## src/rtl/pes_gate_pkg.sv

```systemverilog
package pes_gate_pkg;

    localparam int PES_BYTE_W = 8;
    localparam int PES_TS_W   = 33;
    localparam int NUM_FILT   = 4;

    typedef enum logic [1:0] {
        FI_FLAGS = 2'd0,
        FI_TRICK = 2'd1,
        FI_PTS   = 2'd2,
        FI_DTS   = 2'd3
    } filt_idx_e;

    typedef struct packed {
        logic pass;
        logic av;
    } route_dec_t;

    typedef struct packed {
        logic to_dec;
        logic to_buf;
        logic last;
    } beat_ctl_t;

    function automatic logic all_pass(input logic [NUM_FILT-1:0] res);
        return &res;
    endfunction

    function automatic beat_ctl_t steer(input route_dec_t d, input logic vld, input logic last);
        beat_ctl_t b;
        b.to_dec = vld && d.pass && d.av;
        b.to_buf = vld && d.pass && !d.av;
        b.last   = vld && d.pass && last;
        return b;
    endfunction

endpackage

```

## src/rtl/pes_mask_cmp.sv

```systemverilog
module pes_mask_cmp #(
    parameter int W = 8
) (
    input  logic [W-1:0] field,
    input  logic [W-1:0] match,
    input  logic [W-1:0] mask,
    input  logic         enable,
    input  logic         present,
    output logic         pass
);
    logic [W-1:0] diff;

    always_comb begin
        diff = (field ^ match) & mask;
        pass = !enable || !present || (diff == '0);
    end
endmodule

```

## src/rtl/pes_range_cmp.sv

```systemverilog
module pes_range_cmp #(
    parameter int W = 33
) (
    input  logic [W-1:0] value,
    input  logic [W-1:0] lo,
    input  logic [W-1:0] hi,
    input  logic         enable,
    input  logic         present,
    output logic         pass
);
    logic above_lo;
    logic below_hi;

    always_comb begin
        above_lo = (value >= lo);
        below_hi = (value <= hi);
        pass     = !enable || !present || (above_lo && below_hi);
    end
endmodule

```

## src/rtl/pes_route.sv

```systemverilog
module pes_route
    import pes_gate_pkg::*;
#(
    parameter int DW = PES_BYTE_W
) (
    input  logic          clk,
    input  logic          rst,
    input  logic          hdr_valid,
    input  logic          hdr_pass,
    input  logic          hdr_av,
    input  logic          pl_valid,
    input  logic [DW-1:0] pl_data,
    input  logic          pl_last,
    output logic          match_q,
    output logic          dec_valid,
    output logic [DW-1:0] dec_data,
    output logic          buf_valid,
    output logic [DW-1:0] buf_data,
    output logic          eop_irq
);
    route_dec_t dec_q;
    beat_ctl_t  beat;
    logic       last_q;

    always_comb begin
        beat = steer(dec_q, pl_valid, pl_last);
    end

    always_ff @(posedge clk) begin
        if (rst) begin
            dec_q <= '0;
        end else if (hdr_valid) begin
            dec_q.pass <= hdr_pass;
            dec_q.av   <= hdr_av;
        end
    end

    always_ff @(posedge clk) begin
        if (rst) begin
            dec_valid <= 1'b0;
            buf_valid <= 1'b0;
            dec_data  <= '0;
            buf_data  <= '0;
            last_q    <= 1'b0;
            eop_irq   <= 1'b0;
        end else begin
            dec_valid <= beat.to_dec;
            buf_valid <= beat.to_buf;
            if (beat.to_dec) dec_data <= pl_data;
            if (beat.to_buf) buf_data <= pl_data;
            last_q    <= beat.last;
            eop_irq   <= last_q;
        end
    end

    assign match_q = dec_q.pass;
endmodule

```

## src/rtl/pes_hdr_gate.sv

```systemverilog
module pes_hdr_gate
    import pes_gate_pkg::*;
#(
    parameter int FW = PES_BYTE_W,
    parameter int TW = PES_TS_W,
    parameter int DW = PES_BYTE_W
) (
    input  logic          clk,
    input  logic          rst,
    input  logic [3:0]    cfg_en,
    input  logic [FW-1:0] cfg_flag_match,
    input  logic [FW-1:0] cfg_flag_mask,
    input  logic [FW-1:0] cfg_trick_match,
    input  logic [FW-1:0] cfg_trick_mask,
    input  logic [TW-1:0] cfg_pts_lo,
    input  logic [TW-1:0] cfg_pts_hi,
    input  logic [TW-1:0] cfg_dts_lo,
    input  logic [TW-1:0] cfg_dts_hi,
    input  logic          hdr_valid,
    input  logic [FW-1:0] hdr_flags,
    input  logic [FW-1:0] hdr_trick,
    input  logic          hdr_trick_vld,
    input  logic [TW-1:0] hdr_pts,
    input  logic          hdr_pts_vld,
    input  logic [TW-1:0] hdr_dts,
    input  logic          hdr_dts_vld,
    input  logic          hdr_is_av,
    input  logic          pl_valid,
    input  logic [DW-1:0] pl_data,
    input  logic          pl_last,
    output logic          hdr_match,
    output logic          dec_valid,
    output logic [DW-1:0] dec_data,
    output logic          buf_valid,
    output logic [DW-1:0] buf_data,
    output logic          eop_irq
);
    localparam int NMASK  = 2;
    localparam int NRANGE = 2;

    logic [FW-1:0] mk_field [NMASK];
    logic [FW-1:0] mk_match [NMASK];
    logic [FW-1:0] mk_mask  [NMASK];
    logic          mk_en    [NMASK];
    logic          mk_pres  [NMASK];
    logic          mk_pass  [NMASK];

    logic [TW-1:0] rg_val   [NRANGE];
    logic [TW-1:0] rg_lo    [NRANGE];
    logic [TW-1:0] rg_hi    [NRANGE];
    logic          rg_en    [NRANGE];
    logic          rg_pres  [NRANGE];
    logic          rg_pass  [NRANGE];

    logic [NUM_FILT-1:0] filt_res;
    logic                hdr_pass;

    always_comb begin
        mk_field[0] = hdr_flags;
        mk_match[0] = cfg_flag_match;
        mk_mask[0]  = cfg_flag_mask;
        mk_en[0]    = cfg_en[FI_FLAGS];
        mk_pres[0]  = 1'b1;
        mk_field[1] = hdr_trick;
        mk_match[1] = cfg_trick_match;
        mk_mask[1]  = cfg_trick_mask;
        mk_en[1]    = cfg_en[FI_TRICK];
        mk_pres[1]  = hdr_trick_vld;

        rg_val[0]  = hdr_pts;
        rg_lo[0]   = cfg_pts_lo;
        rg_hi[0]   = cfg_pts_hi;
        rg_en[0]   = cfg_en[FI_PTS];
        rg_pres[0] = hdr_pts_vld;
        rg_val[1]  = hdr_dts;
        rg_lo[1]   = cfg_dts_lo;
        rg_hi[1]   = cfg_dts_hi;
        rg_en[1]   = cfg_en[FI_DTS];
        rg_pres[1] = hdr_dts_vld;
    end

    for (genvar gi = 0; gi < NMASK; gi++) begin : g_mask
        pes_mask_cmp #(.W(FW)) u_mask (
            .field   (mk_field[gi]),
            .match   (mk_match[gi]),
            .mask    (mk_mask[gi]),
            .enable  (mk_en[gi]),
            .present (mk_pres[gi]),
            .pass    (mk_pass[gi])
        );
    end

    for (genvar gr = 0; gr < NRANGE; gr++) begin : g_range
        pes_range_cmp #(.W(TW)) u_range (
            .value   (rg_val[gr]),
            .lo      (rg_lo[gr]),
            .hi      (rg_hi[gr]),
            .enable  (rg_en[gr]),
            .present (rg_pres[gr]),
            .pass    (rg_pass[gr])
        );
    end

    always_comb begin
        filt_res[FI_FLAGS] = mk_pass[0];
        filt_res[FI_TRICK] = mk_pass[1];
        filt_res[FI_PTS]   = rg_pass[0];
        filt_res[FI_DTS]   = rg_pass[1];
        hdr_pass           = all_pass(filt_res);
    end

    pes_route #(.DW(DW)) u_route (
        .clk       (clk),
        .rst       (rst),
        .hdr_valid (hdr_valid),
        .hdr_pass  (hdr_pass),
        .hdr_av    (hdr_is_av),
        .pl_valid  (pl_valid),
        .pl_data   (pl_data),
        .pl_last   (pl_last),
        .match_q   (hdr_match),
        .dec_valid (dec_valid),
        .dec_data  (dec_data),
        .buf_valid (buf_valid),
        .buf_data  (buf_data),
        .eop_irq   (eop_irq)
    );
endmodule

```

## config.mk

```make
export PLATFORM = sky130hd
export DESIGN_NAME = pes_hdr_gate
export DESIGN_NICKNAME = d
export VERILOG_FILES = /design/src/rtl/pes_gate_pkg.sv /design/src/rtl/pes_mask_cmp.sv /design/src/rtl/pes_range_cmp.sv /design/src/rtl/pes_route.sv /design/src/rtl/pes_hdr_gate.sv
export SDC_FILE = /design/constraint.sdc
export NUM_CORES = 1
export LEC_CHECK = 0
export ABC_AREA = 0
export BUFFER_PORTS_ARGS = -buffer_cell sky130_fd_sc_hd__buf_2
export CELL_PAD_IN_SITES_DETAIL_PLACEMENT = 0
export CELL_PAD_IN_SITES_GLOBAL_PLACEMENT = 1
export CORE_ASPECT_RATIO = 0.6
export CORE_UTILIZATION = 31
export DETAILED_ROUTE_END_ITERATION = 8
export GPL_TIMING_DRIVEN = 0
export MAX_ROUTING_LAYER = met4
export PLACE_DENSITY_LB_ADDON = 0.3
export SLEW_MARGIN = 10
export SYNTH_ARGS = -nofsm -noshare
export SYNTH_HDL_FRONTEND = slang
export SYNTH_SLANG_ARGS = --single-unit
```

## constraint.sdc

```tcl
create_clock -name clk -period 4.5 [get_ports clk]
set_input_delay 0.9 -clock clk [delete_from_list [all_inputs] [get_ports clk]]
set_output_delay 0.9 -clock clk [all_outputs]
set_load 0.02 [all_outputs]
```

## Word level (Yosys, flattened, before mapping)

Cells that the tools add are included.

- Flip-flop bits (word level): 22
- Latch bits: 0
- Memory bits (writable): 0
- Bits in read-only memories: 0
- Input port bits: 267
- Output and inout bits: 20
- Word-level logic and storage cells: 40
- Memories kept: 0

- Add/sub/neg operators: 0
- Multipliers: 0
- Div/mod/pow operators: 0
- $lt $le $gt $ge: 4
- Equality and inequality tests: 0
- Shift operators: 0
- Muxes and demuxes: 0
- Bitwise logic cells: 4
- Reduce and logical (&&, ||, !) cells: 24

Operators by type and width:

| kind | count |
|---|---|
| >= comparator 33 bit | 2 |
| <= comparator 33 bit | 2 |
| bitwise AND 8 bit | 2 |
| zero test 8 bit | 2 |
| XOR 8 bit | 2 |
| zero test 1 bit | 8 |
| logical OR 1 bit | 7 |
| logical AND 1 bit | 6 |
| AND reduction 4 bit | 1 |

## Longest topological paths before layout

Gate-level depths: netlist of run 1.

- Word-level depth: 5
- Gate-level depth with buffers: 9
- Depth with buffers taken out: 9

## Cells and area by module

From an unflattened synthesis of run 1, not the netlist that was laid out.

- Cells, all modules: 574
- Area, all modules: 4474.3 µm²

Modules (own cells, without submodules):

| module | instances | cells each | area an instance (µm²) | seq. area each (µm²) |
|---|---|---|---|---|
| pes_range_cmp | 2 | 232 | 1685.4 | 0.0 |
| pes_route | 1 | 80 | 863.3 | 440.4 |
| pes_mask_cmp | 2 | 14 | 113.9 | 0.0 |
| pes_hdr_gate | 1 | 2 | 12.5 | 0.0 |

## Worst setup path before layout of run 1

Ideal clock, no wire load.

- Path type: input port to flip-flop
- Start point: in cfg_dts_hi[7]
- End point: reg u_route.dec_q (netlist bit u_route.match_q)
- Arrival: 2.421 ns
- Data required time: 4.414 ns
- Path slack: 1.992 ns
- Cell stages on the path: 9
- Buffers on the path: 0
- Cell sequence: inv_1 -> ha_1 -> and4_1 -> and4_4 -> a221oi_2 -> o211ai_1 -> a31oi_1 -> o211ai_1 -> a221oi_2

- Cells in the longest elaborated chain, start to end: 4

Ends and longest elaborated chain:

| what | RTL line | text |
|---|---|---|
| start: declaration | pes_hdr_gate.sv:18 | `input logic [TW-1:0] cfg_dts_hi,` |
| <= comparator 33 bit | pes_range_cmp.sv:16 | `below_hi = (value <= hi);` |
| logical AND 1 bit | pes_range_cmp.sv:17 | `pass = !enable \|\| !present \|\| (above_lo && below_hi);` |
| logical OR 1 bit | pes_range_cmp.sv:17 |  |
| AND reduction 4 bit | pes_gate_pkg.sv:26 | `return &res;` |
| end: declaration | pes_route.sv:21 | `route_dec_t dec_q;` |

No other way between the ends.
A chain may end at the register's enable or synchronous reset.

## Worst setup path in the final report of run 1

- Start point: in hdr_dts[31]
- End point: reg u_route.dec_q (netlist bit u_route.match_q)

- Cells in the longest elaborated chain, start to end: 4

Ends and longest elaborated chain:

| what | RTL line | text |
|---|---|---|
| start: declaration | pes_hdr_gate.sv:25 | `input logic [TW-1:0] hdr_dts,` |
| >= comparator 33 bit / <= comparator 33 bit (equally long branches) | pes_range_cmp.sv:15, pes_range_cmp.sv:16 |  |
| logical AND 1 bit * | pes_range_cmp.sv:17 |  |
| logical OR 1 bit * | pes_range_cmp.sv:17 |  |
| AND reduction 4 bit * | pes_gate_pkg.sv:26 |  |

Mark *: on every way between the ends. The rest lies on a longest branch, timed or not.

==> results of run 1 <==
==> flip-flops by register name (all words and copies together), names as in the netlist <==
signal	count
u_route.eop_irq	1
u_route.dec_valid	1
u_route.last_q	1
u_route.buf_valid	1
u_route.dec_data	8
u_route.buf_data	8
u_route.match_q	1
u_route.dec_q	1
==> worst max-delay path by stage <==
| stage | start | endpoint | slack [ps] | cells past startpoint |
|---|---|---|---|---|
| floorplan | cfg_dts_hi[7] | u_route.match_q$_SDFFE_PP0P_ | 1990 | 9 |
| global placement | cfg_pts_hi[31] | u_route.match_q$_SDFFE_PP0P_ | 1480 | 10 |
| detailed placement | cfg_pts_hi[31] | u_route.match_q$_SDFFE_PP0P_ | 1490 | 10 |
| CTS | cfg_pts_hi[31] | u_route.match_q$_SDFFE_PP0P_ | 1760 | 10 |
| global route | hdr_dts[31] | u_route.match_q$_SDFFE_PP0P_ | 1610 | 9 |
| finish | hdr_dts[31] | u_route.match_q$_SDFFE_PP0P_ | 1780 | 9 |
==> layout make-up <==
type | count | area, um^2
Multi-Input combinational cell | 421 | 3340
Tap cell | 170 | 213
Buffer | 4 | 15.0
Sequential cell | 22 | 440
Fill cell | 1428 | 7170
Timing Repair Buffer | 286 | 1430
Clock buffer | 4 | 88.8
Inverter | 136 | 510
==> per-layer routing <==
metal	part of all wire, %	vias up	track usage (%)	wire length [um]
met5	0	-	-	0
met2	40	156	27.0	5270
met4	0.083	0	0.750	11
li1	-	2602	-	-
met3	6.3	2	1.85	831
met1	54	1919	28.0	7130
==> Yosys cell counts (3+ instances only) <==
cell and count:
inv_1 136, ha_1 132, a21oi_1 64, nand2_1 64
dfxtp_1 22, a21o_1 19, nand4_1 19, xor2_1 16
nor2_1 15, o21ai_0 15, a22oi_1 9, nand3_1 8
o211ai_1 6, and4_1 5, o21a_1 5, a31oi_1 4
clkbuf_1 4, nor2b_1 4, nor3_1 4, a221oi_1 3
==> metrics by stage <==
step | util [%] | power, W | hold WS [ps]
floorplan | - | 0.000441 | 414
global placement | 45.1 | 0.000633 | 433
detailed placement | 45.1 | 0.000632 | 431
CTS | 45.7 | 0.000842 | 446
global route | 45.7 | 0.000914 | 465
finish | 45.7 | 0.000832 | 442
==> critical path: cells and delay by family <==
family | cells | cell delay (ps)
buffers and inverters | 1 | 110
adders and majority gates | 1 | 300
AOI/OAI and AO/OA | 4 | 600
and+or+nand+nor | 3 | 940
==> where the power goes <==
group | total (W) | switching, W | internal, W | leakage, nW
combinational | 0.000428 | 0.000210 | 0.000218 | 3.52
sequential | 0.000200 | 0.00000205 | 0.000198 | 0.178
clock | 0.000205 | 0.0000690 | 0.000136 | 0.0442
==> cell families after synthesis <==
| family | synth area share [%] |
|---|---|
| buffers and inverters | 12.2 |
| AOI/OAI and AO/OA | 20.2 |
| and+or+nand+nor | 15.6 |
| adders and majority gates | 38.3 |
| DFF | 10.2 |
| xor gates and xnor gates | 3.25 |
| muxes | 0.232 |
==> impl_results.md, run 1 <==
- CP Capture Type: flip-flop
- Number of CTS-inserted buffers: 3
- Starting Density: between 30% and 40%
- DR vias/cell: about 4.5
- Gr ovfl total: 0
- Final setup viols: 0
- CP startpoint kind: input pin
- Hold Path Sink: u_route.eop_irq$_SDFF_PP0_
- Total Wirelength: about 13,000 um
- Synthesized area: about 4300 um^2
- HPWL Detailed: between 10,000 and 15,000 um
- EDFF count, synth: 0
- ANT cells: 0
- DRC: 0
- Global-route wire length before repair: 21,100 um
- H-tree levels: 1
- Cell seen most often among critical-path stages: o211ai_1
- Chip Width: roughly 150 um
- TritonRoute pass-1 iters: 4
- Synth warn: 0
- IO buf count: ~290
- Hold WC Path Type: flip-flop to flip-flop
- Worst setup path category: input pin to flip-flop
- Final worst-path cycle share: around three fifths
- Final ANT Viol Nets: 0
- Hold Path Depth: 1
- Seq/Total Area, Yosys: about 10%
- Reg-to-Reg End: u_route.buf_data[5]$_SDFFE_PP0P_
- Die height: a little over 90 um
- PostCTS Resize Cnt: 0
- CP max-delay cell: nor4_1
- Worst Path Required: about 4600 ps
- Rows: 32
- Final Non-Filler Cells: roughly 1,000
- Synth async-reset ratio: 0%
- Worst-path clk slew: roughly 60 ps
- Post-synth top area share: between 30% and 40%
- Crit Path Max Fanout: 3
- Area Growth Syn to Fin: 40.2%
- Clk buf depth: 2
- Rel. slew slack: between 50% and 60%
- Vias in the first global route: around 4,500
- Worst Path Arrival: 2850 ps
- # clock sinks: 22
- Top-level I/O count: roughly 290
- Yosys top cell by area: ha_1
- Design Area, Final: between 6000 and 7000 um^2
- Slew @ Worst Pin: approximately 690 ps
- Max incr delay on CP: ~660 ps
- Layout cells sized above 1: 34.2%
- Final worst slack: 1780 ps
- Fmax: approximately 370 MHz
- Worst r2r src: u_route.match_q$_SDFFE_PP0P_
- DR vias: approximately 4,700
- Slew Limit Fails: 0
- Final hold vios: 0
- Pleak: around 3.7 nW
- RSZ-0062 raised after global routing: no
- Post-synthesis register bit count: 22
- TritonCTS clock tree: built
- Final setup skew: a little under 3 ps
- Hold wc startpoint: u_route.last_q$_SDFF_PP0_
- Yosys cell types: 43
- Hold_buf cts: 0
- Synth Flop Type: dfxtp_1
- Setup TNS: 0 ps
- Area of the die: roughly 14,000 um^2
- Critical-path cell list: buf_2, ha_1, nand4_1, nor4_1, nand2_1, o211ai_1, a31oi_1, o211ai_1, a221oi_2
- Wire length per cell: 12.7 um
- Initial detailed-routing violation count: 140
- Initial antenna violation count: 0
- Largest net degree at the start of global routing: 13
- Final Wtd Congestion: between 0.8 and 0.9
- Commonest non-fill, non-tap cell in the layout: buf_2
- Net Count, Synth: a little under 1,000
- Worst skew pair latency: between 200 and 300 ps
- Most frequent cells in the layout: buf_2, inv_1, ha_1, nand2_1, a21oi_1
- Synth top area cells: ha_1, inv_1, dfxtp_1
- Tmin final: about 2700 ps
- Core area: 13,200 um^2
- Post-DP Area: 5950 um^2
- GRT Util Overall: between 10% and 20%
- Pwr/cell area: around 140 nW/um^2
- Reg2Reg Depth: 5
- Reg2Reg Setup Slack: around 3200 ps
- Mapped Cells: 583
- Fin nets: 1,273
- Syn_area_per_cell: between 7 and 8 um^2
- Setup bufs post-CTS: 0
- Placement Setup Slack: roughly 1500 ps
- Max Cap Viol: 0
- Placed Cells: about 1,000
- CTS root buf: clkbuf_16
- Max VDD drop: approximately 0.00013 V
- Outcome: complete, no violations
(Power assumes the default switching activity.)
==> run 2, diff against run 1 <==
--- a/config.mk
+++ b/config.mk
@@ -10,7 +10,7 @@
 export CELL_PAD_IN_SITES_DETAIL_PLACEMENT = 0
 export CELL_PAD_IN_SITES_GLOBAL_PLACEMENT = 1
 export CORE_ASPECT_RATIO = 0.6
-export CORE_UTILIZATION = 31
+export CORE_UTILIZATION = 29
 export DETAILED_ROUTE_END_ITERATION = 8
 export GPL_TIMING_DRIVEN = 0
 export MAX_ROUTING_LAYER = met4
==> constraint.sdc (replaced) <==
create_clock -name clk -period 2.53 [get_ports clk]
set_input_delay 0.506 -clock clk [delete_from_list [all_inputs] [get_ports clk]]
set_output_delay 0.506 -clock clk [all_outputs]
set_load 0.02 [all_outputs]
==> run 2 against run 1 <==
Net effect: utilization decreased by 3.8 points; largest cell class unchanged; first-iteration DRC count grew 94%; clock-buffer cell count stayed put; clock skew fell by 1.7 ps; die area rose by 6.8%; critical path depth up 1; critical endpoint unchanged; highest routed layer unchanged; non-clock buffer count did not move; critical path type unchanged; flip-flop and latch count unchanged.
==> impl_results.md, run 2 (synthesis gave the netlist of run 1 again) <==
- Worst Path Arrival: 2510 ps
- P_sw: roughly 0.0005 W
- Final setup skew: between 1 and 1.5 ps
- Max incr delay on CP: 380 ps
- CP Capture Type: flip-flop
- Placed Cells: 1,067
- Fin nets: roughly 1,300
- Sw frac: about a third
- Hold Path Sink: u_route.eop_irq$_SDFF_PP0_
- Setup TNS: 0 ps
- Initial antenna violation count: 0
- DRC: 0
- Max Cap Viol: 0
- Final worst-path cycle share: just over 90%
- Chip Width: approximately 160 um
- Worst Path Buf+Inv: 2
- Final hold vios: 0
- GRT Util Overall: 17.4%
- Rel. slew slack: roughly 61%
- Final Power: around 0.0015 W
- Clk buf depth: 2
- Layout cells sized above 1: 34.4%
- Final Non-Filler Cells: 1,072
- Final worst slack: between 150 and 200 ps
- IO buf count: around 290
- Reg2Reg Setup Slack: around 1200 ps
- Multi-input gate area: 3350 um^2
- Worst r2r src: u_route.match_q$_SDFFE_PP0P_
- CP max-delay cell: nor4_2
- Final ANT Viol Nets: 0
- Worst-path clk slew: around 60 ps
- Area of the die: 15,400 um^2
- TritonCTS clock tree: built
- Slew Limit Fails: 0
- Total Wirelength: around 13,000 um
- Global-route wire length before repair: between 20,000 and 25,000 um
- Rows: 34
- Hold WC Path Type: flip-flop to flip-flop
- Top-level I/O count: about 290
- Outcome: complete, no violations
- Worst setup path category: input pin to flip-flop
- Slew @ Worst Pin: around 590 ps
- Final setup viols: 0
- Hold wc startpoint: u_route.last_q$_SDFF_PP0_
- DR vias/cell: about 4.4
- Number of CTS-inserted buffers: 3
- CTS root buf: clkbuf_16
- Worst skew pair latency: 250 ps
- Pwr/cell area: about 240 nW/um^2
- RSZ-0062 raised after global routing: no
- # clock sinks: 22
- Starting Density: slightly below 30%
- Placement Setup Slack: -189 ps
- Final Wtd Congestion: 0.846
- Area occupied by registers: roughly 440 um^2
- DR vias: roughly 4,700
- Critical-path cell list: buf_2, inv_1, ha_1, nand4_2, nor4_2, a31oi_1, a21boi_1, a31oi_2, o211ai_1, a221oi_2
- Wire length per cell: 12.5 um
- Largest net degree at the start of global routing: 13
- Post-DP Area: between 5000 and 6000 um^2
- TritonRoute pass-1 iters: 4
- Clock power share: between 20% and 30%
- Max VDD drop: 0.000224 V
- Top flop regs: u_route.buf_data (8), u_route.dec_data (8)
- Pleak: roughly 3.7 nW
- HPWL Detailed: ~12,000 um
- Hold Path Depth: 1
- Die height: 96.4 um
- H-tree levels: 1
- Logic pwr share: 51.4%
- Fmax: ~430 MHz
- Area Growth Syn to Fin: 41.2%
- Reg2Reg Depth: 5
- Crit Path Max Fanout: 4
- Worst Path Required: ~2700 ps
- Design Area, Final: ~6100 um^2
- Setup bufs post-CTS: 0
- Sequential power share: about a quarter
- CP top delay family: compound AO/OA/AOI/OAI gates
- PostCTS Resize Cnt: 0
- Tmin final: 2340 ps
- Commonest non-fill, non-tap cell in the layout: buf_2
- Initial detailed-routing violation count: 272
- Vias in the first global route: approximately 4,500
- Gr ovfl total: 0
- CP startpoint kind: input pin
- Hold_buf cts: 0
- Power Internal: roughly 0.00098 W
- Core area: 14,500 um^2
- Fillcell total: 1,546
- Reg-to-Reg End: u_route.buf_data[6]$_SDFFE_PP0P_
- Most frequent cells in the layout: buf_2, inv_1, ha_1, nand2_1, a21oi_1
## run 2: per-layer routing
metal | wire (um) | vias up | share of wire (%) | GRT usage [%]
met5 | 0 | - | 0 | -
met4 | 34 | 0 | 0.25 | 1.12
met3 | 720 | 2 | 5.4 | 2.26
met2 | 5450 | 154 | 41 | 26.0
met1 | 7160 | 1960 | 54 | 25.7
li1 | - | 2598 | - | -
## run 2: power by group through the flow
stage	combinational [W]	clock (W)	sequential, W
after floorplan	0.000416	0	0.000368
after global placement	0.000764	0	0.000363
after detailed placement	0.000767	0	0.000363
after CTS	0.000774	0.000376	0.000355
after global routing	0.000898	0.000394	0.000356
final	0.000765	0.000369	0.000355
## run 2: layout make-up
class / instances / area share, %
diodes: 1 / 0.0411
plain buffers: 4 / 0.247
clock buffers: 4 / 1.46
inverters: 136 / 8.39
multi-input cells: 421 / 55.0
flip-flops and latches: 22 / 7.24
well taps: 198 / 4.07
repair buffers: 286 / 23.5
## run 2: per-stage QoR
step	util (%)	hold WS [ps]
detailed placement	41.3	431
CTS	41.9	445
global route	41.9	472
finish	42.0	444
floorplan	-	414
global placement	41.3	429
## run 2: worst register-to-register path, stage by stage (launching register included)
cell and delay, ps:
dfxtp_1 380, nand2_1 100, or2_2 270, clkbuf_1 230, nand2_1 120, a21oi_1 60
## run 2: worst max-delay path by stage
stage	start	to	slack [ps]	cells past startpoint
3_5_place_dp	hdr_pts[32]	u_route.match_q$_SDFFE_PP0P_	-190	9
2_1_floorplan	cfg_dts_hi[7]	u_route.match_q$_SDFFE_PP0P_	420	9
5_1_grt	hdr_pts[32]	u_route.match_q$_SDFFE_PP0P_	20	9
3_3_place_gp	hdr_pts[32]	u_route.match_q$_SDFFE_PP0P_	-130	9
4_1_cts	hdr_pts[32]	u_route.match_q$_SDFFE_PP0P_	80	9
6_report	cfg_pts_hi[32]	u_route.match_q$_SDFFE_PP0P_	190	10
==> run 3, diff against run 2 <==
--- a/config.mk
+++ b/config.mk
@@ -10,7 +10,7 @@
 export CELL_PAD_IN_SITES_DETAIL_PLACEMENT = 0
 export CELL_PAD_IN_SITES_GLOBAL_PLACEMENT = 1
 export CORE_ASPECT_RATIO = 0.6
-export CORE_UTILIZATION = 29
+export CORE_UTILIZATION = 30
 export DETAILED_ROUTE_END_ITERATION = 8
 export GPL_TIMING_DRIVEN = 0
 export MAX_ROUTING_LAYER = met4
@@ -18,4 +18,5 @@
 export SLEW_MARGIN = 10
 export SYNTH_ARGS = -nofsm -noshare
 export SYNTH_HDL_FRONTEND = slang
+export SYNTH_HIERARCHICAL = 1
 export SYNTH_SLANG_ARGS = --single-unit
==> run 3 against run 2 <==
Net effect: synthesized cell count down 1.5%; setup slack worse by 87 ps; non-clock buffer count is the same; utilization up 1.8 points; area after synthesis up 3.8%.
==> impl_results.md, run 3 <==
- Outcome: complete, no violations
- Worst Path Arrival: around 2600 ps
- Yosys top cell by area: ha_1
- Synth top area cells: ha_1, inv_1, dfxtp_1
- Area of the die: 15,400 um^2
- TritonCTS clock tree: built
- Die height: between 90 and 100 um
- EDFF count, synth: 0
- RSZ-0062 raised after global routing: no
- Top flop regs: u_route/buf_data (8), u_route/dec_data (8)
- Area occupied by registers: 440 um^2
- Setup bufs post-CTS: 0
- Reg2Reg Setup Slack: 1450 ps
- Hold WC Path Type: flip-flop to flip-flop
- Initial antenna violation count: 1
- Synth warn: 6
- Layout cells sized above 1: between 30 and 40%
- DR vias: 4,721
- Worst skew pair latency: around 250 ps
- Tmin final: around 2400 ps
- Yosys cell types: 38
- Worst-path clk slew: approximately 60 ps
- Final hold vios: 0
- Final worst slack: around 100 ps
- CP Capture Type: flip-flop
- Number of CTS-inserted buffers: 3
- CP max-delay cell: a221o_1
- Worst setup path category: input pin to flip-flop
- Seq/Total Area, Yosys: under 10%
- # clock sinks: 22
- IO buf count: between 200 and 300
- Worst Path Buf+Inv: 1
- Final Wtd Congestion: around 0.88
- Final worst-path cycle share: between 90% and 100%
- DR vias/cell: roughly 4.4
- Starting Density: 30.8%
- Chip Width: between 150 and 200 um
- Final setup skew: roughly 3.8 ps
- Initial detailed-routing violation count: roughly 200
- Worst r2r src: u_route/match_q$_SDFFE_PP0P_
- Synth Flop Type: dfxtp_1
- Hold_buf cts: 0
- Final Power: approximately 0.0015 W
- Rows: 34
- Synthesized area: approximately 4500 um^2
- Area Growth Syn to Fin: 41.8%
- Critical-path cell list: buf_2, ha_1, nand4_2, nor3_2, a221o_1, o31a_1, a2111oi_4, a2bb2oi_2, and4_1, mux2i_1, nor2_1
- Global-route wire length before repair: approximately 21,000 um
- Most frequent cell after synthesis: ha_1
- Post-synthesis register bit count: 22
- Slew Limit Fails: 0
- Pleak: around 3.8 nW
- DRC: 0
- Synth async-reset ratio: 0%
- Final setup viols: 0
- Hold Path Depth: 1
- Commonest non-fill, non-tap cell in the layout: buf_2
- HPWL Detailed: about 13,000 um
- Multi-input gate area: between 3000 and 4000 um^2
- Pwr/cell area: around 240 nW/um^2
- Gr ovfl total: 0
- Placement Setup Slack: -320 ps
- Wire length per cell: about 13 um
- Total Wirelength: 13,700 um
- Syn_area_per_cell: 7.79 um^2
- Mapped Cells: 574
- Post-synth top area share: between 30% and 40%
- TritonRoute pass-1 iters: 4
- Net Count, Synth: between 900 and 1,000
- Final ANT Viol Nets: 0
- CP startpoint kind: input pin
- Max Cap Viol: 0
- Largest net degree at the start of global routing: 12
- CTS root buf: clkbuf_16
- Fin nets: about 1,300
- Hold Path Sink: u_route/eop_irq$_SDFF_PP0_
- Max incr delay on CP: about 350 ps
- GRT Util Overall: 17.3%
- CP top delay family: compound AO/OA/AOI/OAI gates
- Fillcell total: roughly 1,500
- Most frequent cells in the layout: buf_2, inv_1, ha_1, a21oi_1, nand4_1
- Reg2Reg Depth: 2
- Hold wc startpoint: u_route/last_q$_SDFF_PP0_
- Reg-to-Reg End: u_route/dec_data[2]$_SDFFE_PP0P_
- Max VDD drop: around 0.00021 V
- Top-level I/O count: approximately 290
- Crit Path Max Fanout: 3
- Vias in the first global route: around 4,400
- Fmax: 412 MHz
- Clk buf depth: 2
- Worst Path Required: 2720 ps
- H-tree levels: 1
- Commonest cells in the netlist: ha_1, inv_1, a21oi_1
- Core area: approximately 15,000 um^2
[run 3: cell types whose count changed after synthesis, sizes merged, moves of 6 or more]
cell | before | now
nand4 | 22 | 32
nor2 | 15 | 22
nand2b | 2 | 24
a211oi | 1 | 8
mux2i | 1 | 18
nand2 | 64 | 21
nand3 | 8 | 17
a21oi | 64 | 44
inv | 136 | 130
[run 3: kinds of logic (layout without fill, tap and decap cells)]
group,after synthesis,after routing,synth area share [%]
other,1,2,0.0838
xor gates and xnor gates,16,16,3.13
muxes,18,18,4.03
DFF,22,22,9.84
and+or+nand+nor,144,144,17.9
AOI/OAI and AO/OA,106,106,16.6
buffers and inverters,135,423,11.5
adders and majority gates,132,132,36.9
[run 3: power breakdown]
part           leakage, nW  switching, W  internal, W  total (W)
Clock               0.0370      0.000116     0.000208   0.000325
Sequential           0.178    0.00000607     0.000354   0.000360
Combinational         3.61      0.000398     0.000411   0.000808
Total                 3.82      0.000520     0.000973    0.00149
[run 3: per-stage QoR]
stage,setup TNS [ps],cells,cell area [um^2],util [%],hold WS (ps)
floorplan,0,574,4470,-,414
global placement,-315,1057,6150,42.4,420
detailed placement,-320,1057,6150,42.4,424
CTS,0,1060,6240,43.0,437
global route,0,1061,6340,43.7,467
finish,0,1061,6340,43.7,432
[run 3: worst max path at each step]
stage                  startpoint  cells after the start                           end  slack (ps)
CTS                   hdr_pts[31]                     11  u_route/match_q$_SDFFE_PP0P_          90
global placement      hdr_dts[31]                     11  u_route/match_q$_SDFFE_PP0P_        -320
floorplan           cfg_pts_lo[6]                     11  u_route/match_q$_SDFFE_PP0P_         180
detailed placement    hdr_pts[31]                     11  u_route/match_q$_SDFFE_PP0P_        -320
global route          hdr_pts[31]                     11  u_route/match_q$_SDFFE_PP0P_           1
finish                hdr_dts[14]                     11  u_route/match_q$_SDFFE_PP0P_         100
[run 3: layer usage]
| layer | global-route usage [%] | share of wire [%] | up-vias |
|---|---|---|---|
| met5 | - | 0 | - |
| met4 | 0.801 | 0.41 | 0 |
| met3 | 2.94 | 6.4 | 6 |
| met2 | 25.9 | 41 | 147 |
| met1 | 25.1 | 52 | 1975 |
| li1 | - | - | 2593 |
[run 3: layout make-up]
cell class,count,area share (%)
flip-flops and latches,22,6.94
repair buffers,285,22.5
plain buffers,5,0.434
multi-input cells,417,57.3
diodes,1,0.0395
inverters,130,7.69
clock buffers,3,1.18
well taps,198,3.91
[run 3: what timing repair did]
action | 4_1_cts | 5_1_grt
endpoints found under the setup margin | 1 | 1
endpoints found under the hold margin | 0 | 0
cloned | 0 | 0
resized for setup | 2 | 12
pin swaps | 0 | 3
